File: src/rtl/phy_seq_pkg.sv
package phy_seq_pkg;

  typedef enum logic [2:0] {
    ST_IDLE,
    ST_REF_WAIT,
    ST_POR_WAIT,
    ST_CFG,
    ST_PHY_WAIT,
    ST_UTMI_WAIT,
    ST_EX_POR,
    ST_EX_REF
  } seq_state_e;

  // Rounded-up cycle count for a delay in microseconds, never below one.
  function automatic longint unsigned us_to_cycles(longint unsigned hz,
                                                   longint unsigned us);
    longint unsigned c;
    c = (hz * us + 64'd999999) / 64'd1000000;
    return (c == 0) ? 64'd1 : c;
  endfunction

endpackage

File: src/rtl/seq_delay.sv
module seq_delay #(
  parameter int CNT_W = 16
) (
  input  logic             clk,
  input  logic             rst_n,
  input  logic             load,
  input  logic [CNT_W-1:0] load_val,
  output logic             expired
);
  logic [CNT_W-1:0] cnt_q;

  always_ff @(posedge clk or negedge rst_n) begin
    if (!rst_n)            cnt_q <= '0;
    else if (load)         cnt_q <= load_val;
    else if (cnt_q != '0)  cnt_q <= cnt_q - 1'b1;
  end

  assign expired = (cnt_q == '0);
endmodule

File: src/rtl/utmi_rst_bank.sv
module utmi_rst_bank #(
  parameter int NUM_PORTS = 2,
  parameter int PORT_W    = 1
) (
  input  logic                 clk,
  input  logic                 rst_n,
  input  logic                 rel_en,
  input  logic [PORT_W-1:0]    rel_sel,
  input  logic                 clr_one_en,
  input  logic [PORT_W-1:0]    clr_sel,
  input  logic                 clr_all,
  output logic [NUM_PORTS-1:0] rst_n_o
);
  for (genvar p = 0; p < NUM_PORTS; p++) begin : g_port
    always_ff @(posedge clk or negedge rst_n) begin
      if (!rst_n)                                       rst_n_o[p] <= 1'b0;
      else if (clr_all)                                 rst_n_o[p] <= 1'b0;
      else if (clr_one_en && (clr_sel == PORT_W'(p)))   rst_n_o[p] <= 1'b0;
      else if (rel_en && (rel_sel == PORT_W'(p)))       rst_n_o[p] <= 1'b1;
    end
  end
endmodule

File: src/rtl/cfg_source.sv
module cfg_source #(
  parameter int              PORT_W  = 3,
  parameter int              ADDR_W  = 8,
  parameter int              DATA_W  = 8,
  parameter logic [PORT_W-1:0] TGT_PORT = '0,
  parameter logic [ADDR_W-1:0] TGT_ADDR = 8'h06,
  parameter logic [DATA_W-1:0] TGT_DATA = 8'h04
) (
  input  logic              clk,
  input  logic              rst_n,
  input  logic              start,
  input  logic              ready,
  output logic              valid,
  output logic              fire,
  output logic [PORT_W-1:0] port_o,
  output logic [ADDR_W-1:0] addr_o,
  output logic [DATA_W-1:0] data_o
);
  always_ff @(posedge clk or negedge rst_n) begin
    if (!rst_n)              valid <= 1'b0;
    else if (start)          valid <= 1'b1;
    else if (valid && ready) valid <= 1'b0;
  end

  assign fire   = valid && ready;
  assign port_o = TGT_PORT;
  assign addr_o = TGT_ADDR;
  assign data_o = TGT_DATA;

  AST_CFG_HOLD: assert property (@(posedge clk) disable iff (!rst_n)
    valid && !ready |=> valid);
endmodule

File: src/rtl/phy_bringup_seq.sv
module phy_bringup_seq
  import phy_seq_pkg::*;
#(
  parameter longint unsigned CLK_HZ     = 100_000_000,
  parameter int              NUM_PORTS  = 2,
  parameter int              REF_US     = 100,
  parameter int              POR_US     = 300,
  parameter int              PHY_US     = 2000,
  parameter int              UTMI_US    = 2000,
  parameter int              CFG_PORT_W = 3,
  parameter int              CFG_ADDR_W = 8,
  parameter int              CFG_DATA_W = 8,
  localparam int             PORT_W     = (NUM_PORTS > 1) ? $clog2(NUM_PORTS) : 1
) (
  input  logic                  clk,
  input  logic                  rst_n,
  input  logic                  init_req,
  input  logic                  exit_req,
  input  logic [PORT_W-1:0]     port_sel,
  output logic                  refclk_en,
  output logic                  por_n,
  output logic [NUM_PORTS-1:0]  utmi_rst_n,
  output logic                  cfg_valid,
  input  logic                  cfg_ready,
  output logic [CFG_PORT_W-1:0] cfg_port,
  output logic [CFG_ADDR_W-1:0] cfg_addr,
  output logic [CFG_DATA_W-1:0] cfg_data,
  output logic                  busy,
  output logic                  done
);
  localparam longint unsigned REF_CYC  = us_to_cycles(CLK_HZ, REF_US);
  localparam longint unsigned POR_CYC  = us_to_cycles(CLK_HZ, POR_US);
  localparam longint unsigned PHY_CYC  = us_to_cycles(CLK_HZ, PHY_US);
  localparam longint unsigned UTMI_CYC = us_to_cycles(CLK_HZ, UTMI_US);
  localparam longint unsigned MAX_A = (REF_CYC > POR_CYC) ? REF_CYC : POR_CYC;
  localparam longint unsigned MAX_B = (PHY_CYC > UTMI_CYC) ? PHY_CYC : UTMI_CYC;
  localparam longint unsigned MAX_CYC = (MAX_A > MAX_B) ? MAX_A : MAX_B;
  localparam int CNT_W = (MAX_CYC > 1) ? $clog2(MAX_CYC) : 1;

  seq_state_e state_q;
  logic [PORT_W-1:0] tgt_q;

  logic             tmr_load, tmr_exp;
  logic [CNT_W-1:0] tmr_val;
  logic             cfg_start, cfg_fire;
  logic             utmi_rel, utmi_clr_one, utmi_clr_all;

  seq_delay #(.CNT_W(CNT_W)) u_delay (
    .clk(clk), .rst_n(rst_n), .load(tmr_load), .load_val(tmr_val), .expired(tmr_exp)
  );

  utmi_rst_bank #(.NUM_PORTS(NUM_PORTS), .PORT_W(PORT_W)) u_utmi (
    .clk(clk), .rst_n(rst_n),
    .rel_en(utmi_rel), .rel_sel(tgt_q),
    .clr_one_en(utmi_clr_one), .clr_sel(port_sel),
    .clr_all(utmi_clr_all), .rst_n_o(utmi_rst_n)
  );

  cfg_source #(
    .PORT_W(CFG_PORT_W), .ADDR_W(CFG_ADDR_W), .DATA_W(CFG_DATA_W),
    .TGT_PORT('0), .TGT_ADDR(CFG_ADDR_W'(8'h06)), .TGT_DATA(CFG_DATA_W'(8'h04))
  ) u_cfg (
    .clk(clk), .rst_n(rst_n), .start(cfg_start), .ready(cfg_ready),
    .valid(cfg_valid), .fire(cfg_fire),
    .port_o(cfg_port), .addr_o(cfg_addr), .data_o(cfg_data)
  );

  // Step decode: timer loads, handshake start and UTMI reset strobes.
  always_comb begin
    tmr_load     = 1'b0;
    tmr_val      = '0;
    cfg_start    = 1'b0;
    utmi_rel     = 1'b0;
    utmi_clr_one = 1'b0;
    utmi_clr_all = 1'b0;
    unique case (state_q)
      ST_IDLE: begin
        if (init_req) begin
          tmr_load = 1'b1;
          tmr_val  = CNT_W'(REF_CYC - 1);
        end else if (exit_req) begin
          utmi_clr_one = 1'b1;
        end
      end
      ST_REF_WAIT: if (tmr_exp) begin
        tmr_load = 1'b1;
        tmr_val  = CNT_W'(POR_CYC - 1);
      end
      ST_POR_WAIT: if (tmr_exp) cfg_start = 1'b1;
      ST_CFG: if (cfg_fire) begin
        tmr_load = 1'b1;
        tmr_val  = CNT_W'(PHY_CYC - 1);
      end
      ST_PHY_WAIT: if (tmr_exp) begin
        utmi_rel = 1'b1;
        tmr_load = 1'b1;
        tmr_val  = CNT_W'(UTMI_CYC - 1);
      end
      ST_EX_POR: utmi_clr_all = 1'b1;
      default: ;
    endcase
  end

  always_ff @(posedge clk or negedge rst_n) begin
    if (!rst_n) begin
      state_q   <= ST_IDLE;
      tgt_q     <= '0;
      refclk_en <= 1'b0;
      por_n     <= 1'b0;
      done      <= 1'b0;
    end else begin
      done <= 1'b0;
      unique case (state_q)
        ST_IDLE: begin
          if (init_req) begin
            tgt_q     <= port_sel;
            refclk_en <= 1'b1;
            state_q   <= ST_REF_WAIT;
          end else if (exit_req) begin
            tgt_q   <= port_sel;
            state_q <= ST_EX_POR;
          end
        end
        ST_REF_WAIT: if (tmr_exp) begin
          por_n   <= 1'b1;
          state_q <= ST_POR_WAIT;
        end
        ST_POR_WAIT:  if (tmr_exp)  state_q <= ST_CFG;
        ST_CFG:       if (cfg_fire) state_q <= ST_PHY_WAIT;
        ST_PHY_WAIT:  if (tmr_exp)  state_q <= ST_UTMI_WAIT;
        ST_UTMI_WAIT: if (tmr_exp) begin
          done    <= 1'b1;
          state_q <= ST_IDLE;
        end
        ST_EX_POR: begin
          por_n   <= 1'b0;
          state_q <= ST_EX_REF;
        end
        ST_EX_REF: begin
          refclk_en <= 1'b0;
          done      <= 1'b1;
          state_q   <= ST_IDLE;
        end
        default: state_q <= ST_IDLE;
      endcase
    end
  end

  assign busy = (state_q != ST_IDLE);

  AST_POR_NEEDS_REFCLK: assert property (@(posedge clk) disable iff (!rst_n)
    por_n |-> refclk_en);
  AST_POR_RISE_AFTER_REF: assert property (@(posedge clk) disable iff (!rst_n)
    $rose(por_n) |-> $past(refclk_en));
  AST_CFG_NEEDS_POR: assert property (@(posedge clk) disable iff (!rst_n)
    cfg_valid |-> por_n && refclk_en);
  AST_UTMI_NEEDS_POR: assert property (@(posedge clk) disable iff (!rst_n)
    (|utmi_rst_n) |-> por_n);
  AST_REF_OFF_LAST: assert property (@(posedge clk) disable iff (!rst_n)
    $fell(refclk_en) |-> !por_n && $past(!por_n));
  AST_DONE_NOT_BUSY: assert property (@(posedge clk) disable iff (!rst_n)
    done |-> !busy);
  AST_BUSY_KEEPS_REF: assert property (@(posedge clk) disable iff (!rst_n)
    busy && refclk_en && !(state_q == ST_EX_REF) |=> refclk_en);
endmodule

File: config.mk
export PLATFORM = sky130hd
export DESIGN_NAME = phy_bringup_seq
export DESIGN_NICKNAME = d
export VERILOG_FILES = /design/src/rtl/phy_seq_pkg.sv /design/src/rtl/seq_delay.sv /design/src/rtl/utmi_rst_bank.sv /design/src/rtl/cfg_source.sv /design/src/rtl/phy_bringup_seq.sv
export SDC_FILE = /design/constraint.sdc
export NUM_CORES = 1
export LEC_CHECK = 0
export ABC_AREA = 1
export BUFFER_PORTS_ARGS = -buffer_cell sky130_fd_sc_hd__clkbuf_2
export CAP_MARGIN = 20
export CELL_PAD_IN_SITES_DETAIL_PLACEMENT = 1
export CELL_PAD_IN_SITES_GLOBAL_PLACEMENT = 2
export CORE_MARGIN = 4
export CORE_UTILIZATION = 28
export DETAILED_ROUTE_END_ITERATION = 8
export PLACE_DENSITY_LB_ADDON = 0.08
export REMOVE_ABC_BUFFERS = 1
export SLEW_MARGIN = 10
export SYNTH_ARGS = -nofsm -noshare
export SYNTH_HDL_FRONTEND = slang
export SYNTH_SLANG_ARGS = --single-unit
File: constraint.sdc
create_clock -name clk -period 1.74 [get_ports clk]
set_input_delay 0.348 -clock clk [delete_from_list [all_inputs] [get_ports clk]]
set_output_delay 0.348 -clock clk [all_outputs]
set_load 0.01 [all_outputs]
-- Yosys cells after proc, flatten, opt, wreduce, memory -nomap -nowiden
Index checks and enable logic that the tools add are counted.
- register bits after elaboration: 28
- input bits: 6
- output and inout port bits: 26
- word-level logic and storage cells: 87
- add/sub/neg operators: 1
- eq/ne operators: 14
- muxes and demuxes: 40
- bitwise operators: 2
- reduce and logical (&&, ||, !) cells: 21
- operators with widths (cell ; count):
    18-bit 2-to-1 mux ; 4
    18-bit one-hot mux with 4 select lines ; 1
    3-bit one-hot mux with 8 select lines ; 1
    1-bit 2-to-1 mux ; 21
    3-bit 2-to-1 mux ; 7
    18-bit logical NOT ; 1
    18-bit nonzero test ; 1
    18-bit by 1-bit subtractor with 18-bit output (second input constant) ; 1
    15-bit 2-to-1 mux ; 1
    14-bit 2-to-1 mux ; 1
    3-bit equality test (second input constant) ; 4
    2-bit != test (second input constant) ; 6
    2-bit nonzero test ; 5
    3-bit nonzero test ; 3
    3-bit by 2-bit equality test with 1-bit output (second input constant) ; 2
    1-bit one-hot mux with 2 select lines ; 3
    2-bit AND reduction ; 3
    6-bit AND reduction ; 1
    1-bit logical AND ; 5
    3-bit by 1-bit equality test with 1-bit output (second input constant) ; 1
    3-bit logical NOT ; 1
    3-bit != test (second input constant) ; 1
    1-bit one-hot mux with 3 select lines ; 1
    1-bit inverter ; 2
    2-bit OR reduction ; 1

-- Depth between registers and ports, before layout
- depth in word-level cells: 7
- mapped depth: 11
- depth with buffers taken out: 11

-- Cells and area by module
Synthesis repeated with hierarchy kept, for this count alone.
- cells, all modules: 297
- area total of the unflattened synthesis: 2062.0 µm²
- modules (own cells, without submodules) (module ; times used ; cells each ; area each (µm²) ; sequential area each (µm²)):
    seq_delay ; 1 ; 180 ; 1239.9 ; 450.4
    phy_bringup_seq ; 1 ; 76 ; 530.5 ; 175.2
    cfg_source ; 1 ; 28 ; 197.7 ; 25.0
    utmi_rst_bank ; 1 ; 13 ; 93.8 ; 50.0

-- Least setup slack after synthesis
No wires, ideal clock.
- path type: flip-flop to flip-flop
- from: register u_delay.cnt_q[0]
- to: register u_delay.cnt_q[0]
- library setup time: 0.124 ns
- arrival: 1.532 ns
- data required time: 1.616 ns
- setup slack: 0.084 ns
- cell stages (with the launch flop): 9
- buffers on the path: 1
- period minus slack after synthesis: 1.656 ns
- cells stage by stage: dfrtp_1 > inv_1 > ha_1 > nand2_4 > nor2_8 > nand3_4 > buf_2 > a21oi_1 > o21ai_1
- cells in the longest elaborated chain, start to end: 4
- elaborated cells between the ends (all ways): 11
- those cells by class: add/sub: 1; mux: 7; reduce/logical: 3
- RTL lines (item ; RTL line ; text):
    start: declaration ; seq_delay.sv:10 ; logic [CNT_W-1:0] cnt_q;
    start signal: assignment ; seq_delay.sv:14 ; else if (load) cnt_q <= load_val;
    start signal: assignment ; seq_delay.sv:15 ; else if (cnt_q != '0) cnt_q <= cnt_q - 1'b1;
    parallel branches: the longest is 4 deep, another holds 18-bit by 1-bit subtractor with 18-bit output ; -- ;
Several ways; the timed one is not identified. The select of a mux whose other input is x is not followed.
A chain may end at the register's enable or synchronous reset.

-- Final worst setup path
- from: register u_delay.cnt_q[8]
- to: register state_q[2]
- cells in the longest elaborated chain, start to end: 3
- elaborated cells between the ends (all ways): 6
- those cells by class: eq/ne: 4; reduce/logical: 2
- RTL lines (item ; RTL line ; text):
    18-bit logical NOT (*) ; seq_delay.sv:18 ; assign expired = (cnt_q == '0);
    2-bit != test (no line) ; -- ;
    6-bit AND reduction (no line) (*) ; -- ;
    end signal: assignment ; phy_bringup_seq.sv:106 ; state_q <= ST_IDLE;
    end signal: assignment ; phy_bringup_seq.sv:118 ; state_q <= ST_REF_WAIT;
    end signal: assignment ; phy_bringup_seq.sv:121 ; state_q <= ST_EX_POR;
    end: declaration ; phy_bringup_seq.sv:40 ; seq_state_e state_q;
Every way passes the cells marked *; elsewhere a longest branch is shown, timed or not.

==> results.py <==
metrics = {
    "route": {
        "drt_wl_total_um": 5310,
        "drt_iter0_drc": 40,
        "ant_nets": 0,
        "post-route-drc-count": 0,
        "drtPass1Iterations": 4,
        "vias": 1733,
        "drt-wirelength-per-cell_um": 14.0,
        "vias_per_cell": 4.56,
    },
    "worst_setup_path": {
        "slowest_stage": "dfrtp_2",
        "cp_cell_sequence": "nor2_2 > nand2_2 > nor2_4 > nand3_4 > a21oi_4 > nand3_1 > and2_1",
        "critPathCaptureType": "register",
        "cp_max_fo": 5,
        "crit_path_start_kind": "register",
        "crit_path_start": "u_delay.cnt_q[8]$_DFFE_PN0P_",
        "worstPathRequired_ps": 1920,
        "r2r_start": "u_delay.cnt_q[8]$_DFFE_PN0P_",
        "crit_arrival_ps": 1830,
        "crit_type": "register to register",
        "max_stage_delay_ps": 450,
    },
    "logic_synthesis": {
        "synth_xor_area_share_pct": 2.79,
        "synth-adder-area-share_pct": 0.665,
        "synth-seq-cells": 28,
        "syn_area_um2": 1880,
        "synth_top_area_share_pct": 37.2,
        "synth_top_flop_cell": "dfrtp_1",
        "synthCells": 258,
        "syn_area_per_cell_um2": 7.29,
        "synth_edf_count": 0,
        "synth_top_family_by_area": "simple AND/OR/NAND/NOR gates",
        "synth_compound_area_share_pct": 9.91,
        "synth-simple-area-share_pct": 35.0,
        "synth.area.top_cells": "dfrtp_1 37%, nand2_1 12%, nor2_1 8.0%, buf_4 7.6%, inv_1 5.4%",
        "synth_top_area_cell": "dfrtp_1",
        "ys_warn_count": 0,
        "ys_types": 35,
        "async_flop_share_pct": 100,
        "synth_mux_area_share_pct": 0,
        "yosysSeqAreaShare_pct": 37.2,
    },
    "cells_and_area": {
        "final_nets": 311,
        "multi_input_area_um2": 1050,
        "drive_gt1_share_pct": 27.1,
        "stdcell_count": 380,
        "syn2layout_area_growth_pct": 24.7,
        "regArea_um2": 703,
        "mostFrequentLayoutCells": "57 x nand2_1, 30 x nor2_1, 30 x buf_4, 27 x inv_1, 26 x dfrtp_1",
        "fillers": 809,
        "fin_area_um2": 2350,
        "antennaDiodeCount": 0,
        "final_common_cell": "nand2_1",
    },
    "timing": {
        "slew_viol_final": 0,
        "grt_setup_unrepaired": "true",
        "min_period_over_period_pct": 94.6,
        "fin_worst_skew_ps": 4.06,
        "clock.fmax_mhz": 607,
        "hold_viol_final": 0,
        "timing.hold.ws_ps": 60.6,
        "fin_crit_ps": 1650,
        "setup_violations": 0,
    },
    "floorplanning": {
        "design.core.area_um2": 6420,
        "dieArea_um2": 8100,
        "fp.dieW_um": 90.0,
        "rows": 29,
        "io_pins": 32,
        "die_y_um": 90.0,
        "floorplan.initialDensity_pct": 29.3,
    },
    "place": {
        "placed_area_um2": 2140,
        "placed_cells": 369,
        "portBuffers": 12,
        "gp_congestion": 0.791,
        "hpwlAfterDp_um": 4280,
    },
    "global_route": {
        "antenna_found_initial": 0,
        "grt_max_degree": 29,
        "grt_pass1_vias": 1801,
        "grt_usage_pct": 13.9,
        "grt_first_pass_wirelength_um": 9290,
        "gr-total-overflow": 0,
    },
    "clocking": {
        "cts_root_buf": "clkbuf_8",
        "cts_sinks": 28,
        "clock_path_buffers": 2,
        "ctsHtreeMaxLevel": 1,
        "numCtsBuffers": 3,
        "cts_hold_buf": 0,
        "clkTransAtPathRegs_ps": 110,
        "cts_tree": "built",
        "clkLatencyLatePin_ps": 280,
    },
    "status": {
        "outcome": "finished clean",
    },
    "power": {
        "vdd_ir_drop_max_mv": 0.550,
        "leakagePower_nw": 1.18,
        "finalPower_mw": 3.02,
        "p_per_area_nw_per_um2": 1290,
    },
    "job": {
        "maxCapViolCount": 0,
    },
    "min_path": {
        "worst_hold_path_type": "input pin to asynchronous set/reset pin",
    },
}
## sequential cells by signal (all words and copies together), names as in the netlist
signal / count
u_cfg.valid: 1
state_q: 3
tgt_q: 1
u_delay.cnt_q: 18
por_n: 1
done: 1
refclk_en: 1
u_utmi.rst_n_o: 2
## power breakdown
part / switching [mW] / leakage (nW) / internal (mW)
combinational: 0.844 / 0.792 / 0.611
sequential: 0.195 / 0.348 / 0.834
clock: 0.228 / 0.0357 / 0.308
total: 1.27 / 1.18 / 1.75
## what timing repair did
item | CTS | global route
buffers inserted | 1 | 5
gates cloned | 1 | 0
resized for setup | 0 | 21
endpoints found under the setup margin | 2 | 16
pin swaps | 1 | 9
## per-layer routing
layer	GRT usage, %	vias up	part of all wire (%)
li1	-	880	-
met1	20.5	821	52
met2	22.0	28	44
met3	1.67	4	2.7
met4	2.68	0	0.72
met5	0	-	0
## kinds of logic after synthesis
family | count (synthesis)
other | 2
AND/OR/NAND/NOR | 139
buffers and inverters | 51
AO/OA/AOI/OAI | 31
XOR/XNOR | 6
flip-flops | 28
adder cells (fa/ha/maj) | 1
## synth_stat cells, types with 2 or more instances
master and count:
buf_4 19, xnor2_1 5, nand4_2 2, nand3_1 8, dfrtp_1 28, conb_1 2, nor3_1 8, nand4_1 5
o21ai_1 3, a21oi_1 9, nor2_1 40, nor2_4 2, nand2_1 61, inv_1 27, inv_2 4, nand3b_1 4
o21ai_0 13
## path summary, 6_finish.rpt
check                                               endpoint  slack (ps)  cells after the start
worst max register to register        state_q[2]$_DFFE_PN0P_          90                      7
min in group clk                           tgt_q$_DFFE_PN0P_         340                      3
worst min register to register             por_n$_DFFE_PN0P_         530                      2
max in group asynchronous       u_delay.cnt_q[8]$_DFFE_PN0P_        1370                      2
worst max-delay path                  state_q[2]$_DFFE_PN0P_          90                      7
worst min-delay path                   refclk_en$_DFFE_PN0P_          60                      2
## area by class of cell
class	instances	area share [%]
Multi-Input combinational cell	197	44.9
Clock buffer	3	1.76
Sequential cell	28	30.0
Clock inverter	1	1.28
Tap cell	77	4.11
Timing Repair Buffer	43	13.0
Inverter	31	4.96
## worst max-delay path: cells and delay by family (launching register included)
| kind | cells | cell delay (ps) |
|---|---|---|
| and+or+nand+nor | 6 | 850 |
| DFF | 1 | 450 |
| AOI/OAI and AO/OA | 1 | 240 |
## through the flow
step,util (%),setup TNS [ps],setup WS (ps)
6_report,36.5,0,93.3
5_1_grt,36.5,-16.7,-14.9
4_1_cts,34.9,0,41.1
3_5_place_dp,33.4,-7.54,-7.54
3_3_place_gp,33.4,0,1.90
2_1_floorplan,-,0,30.8
(Power assumes the default switching activity.)
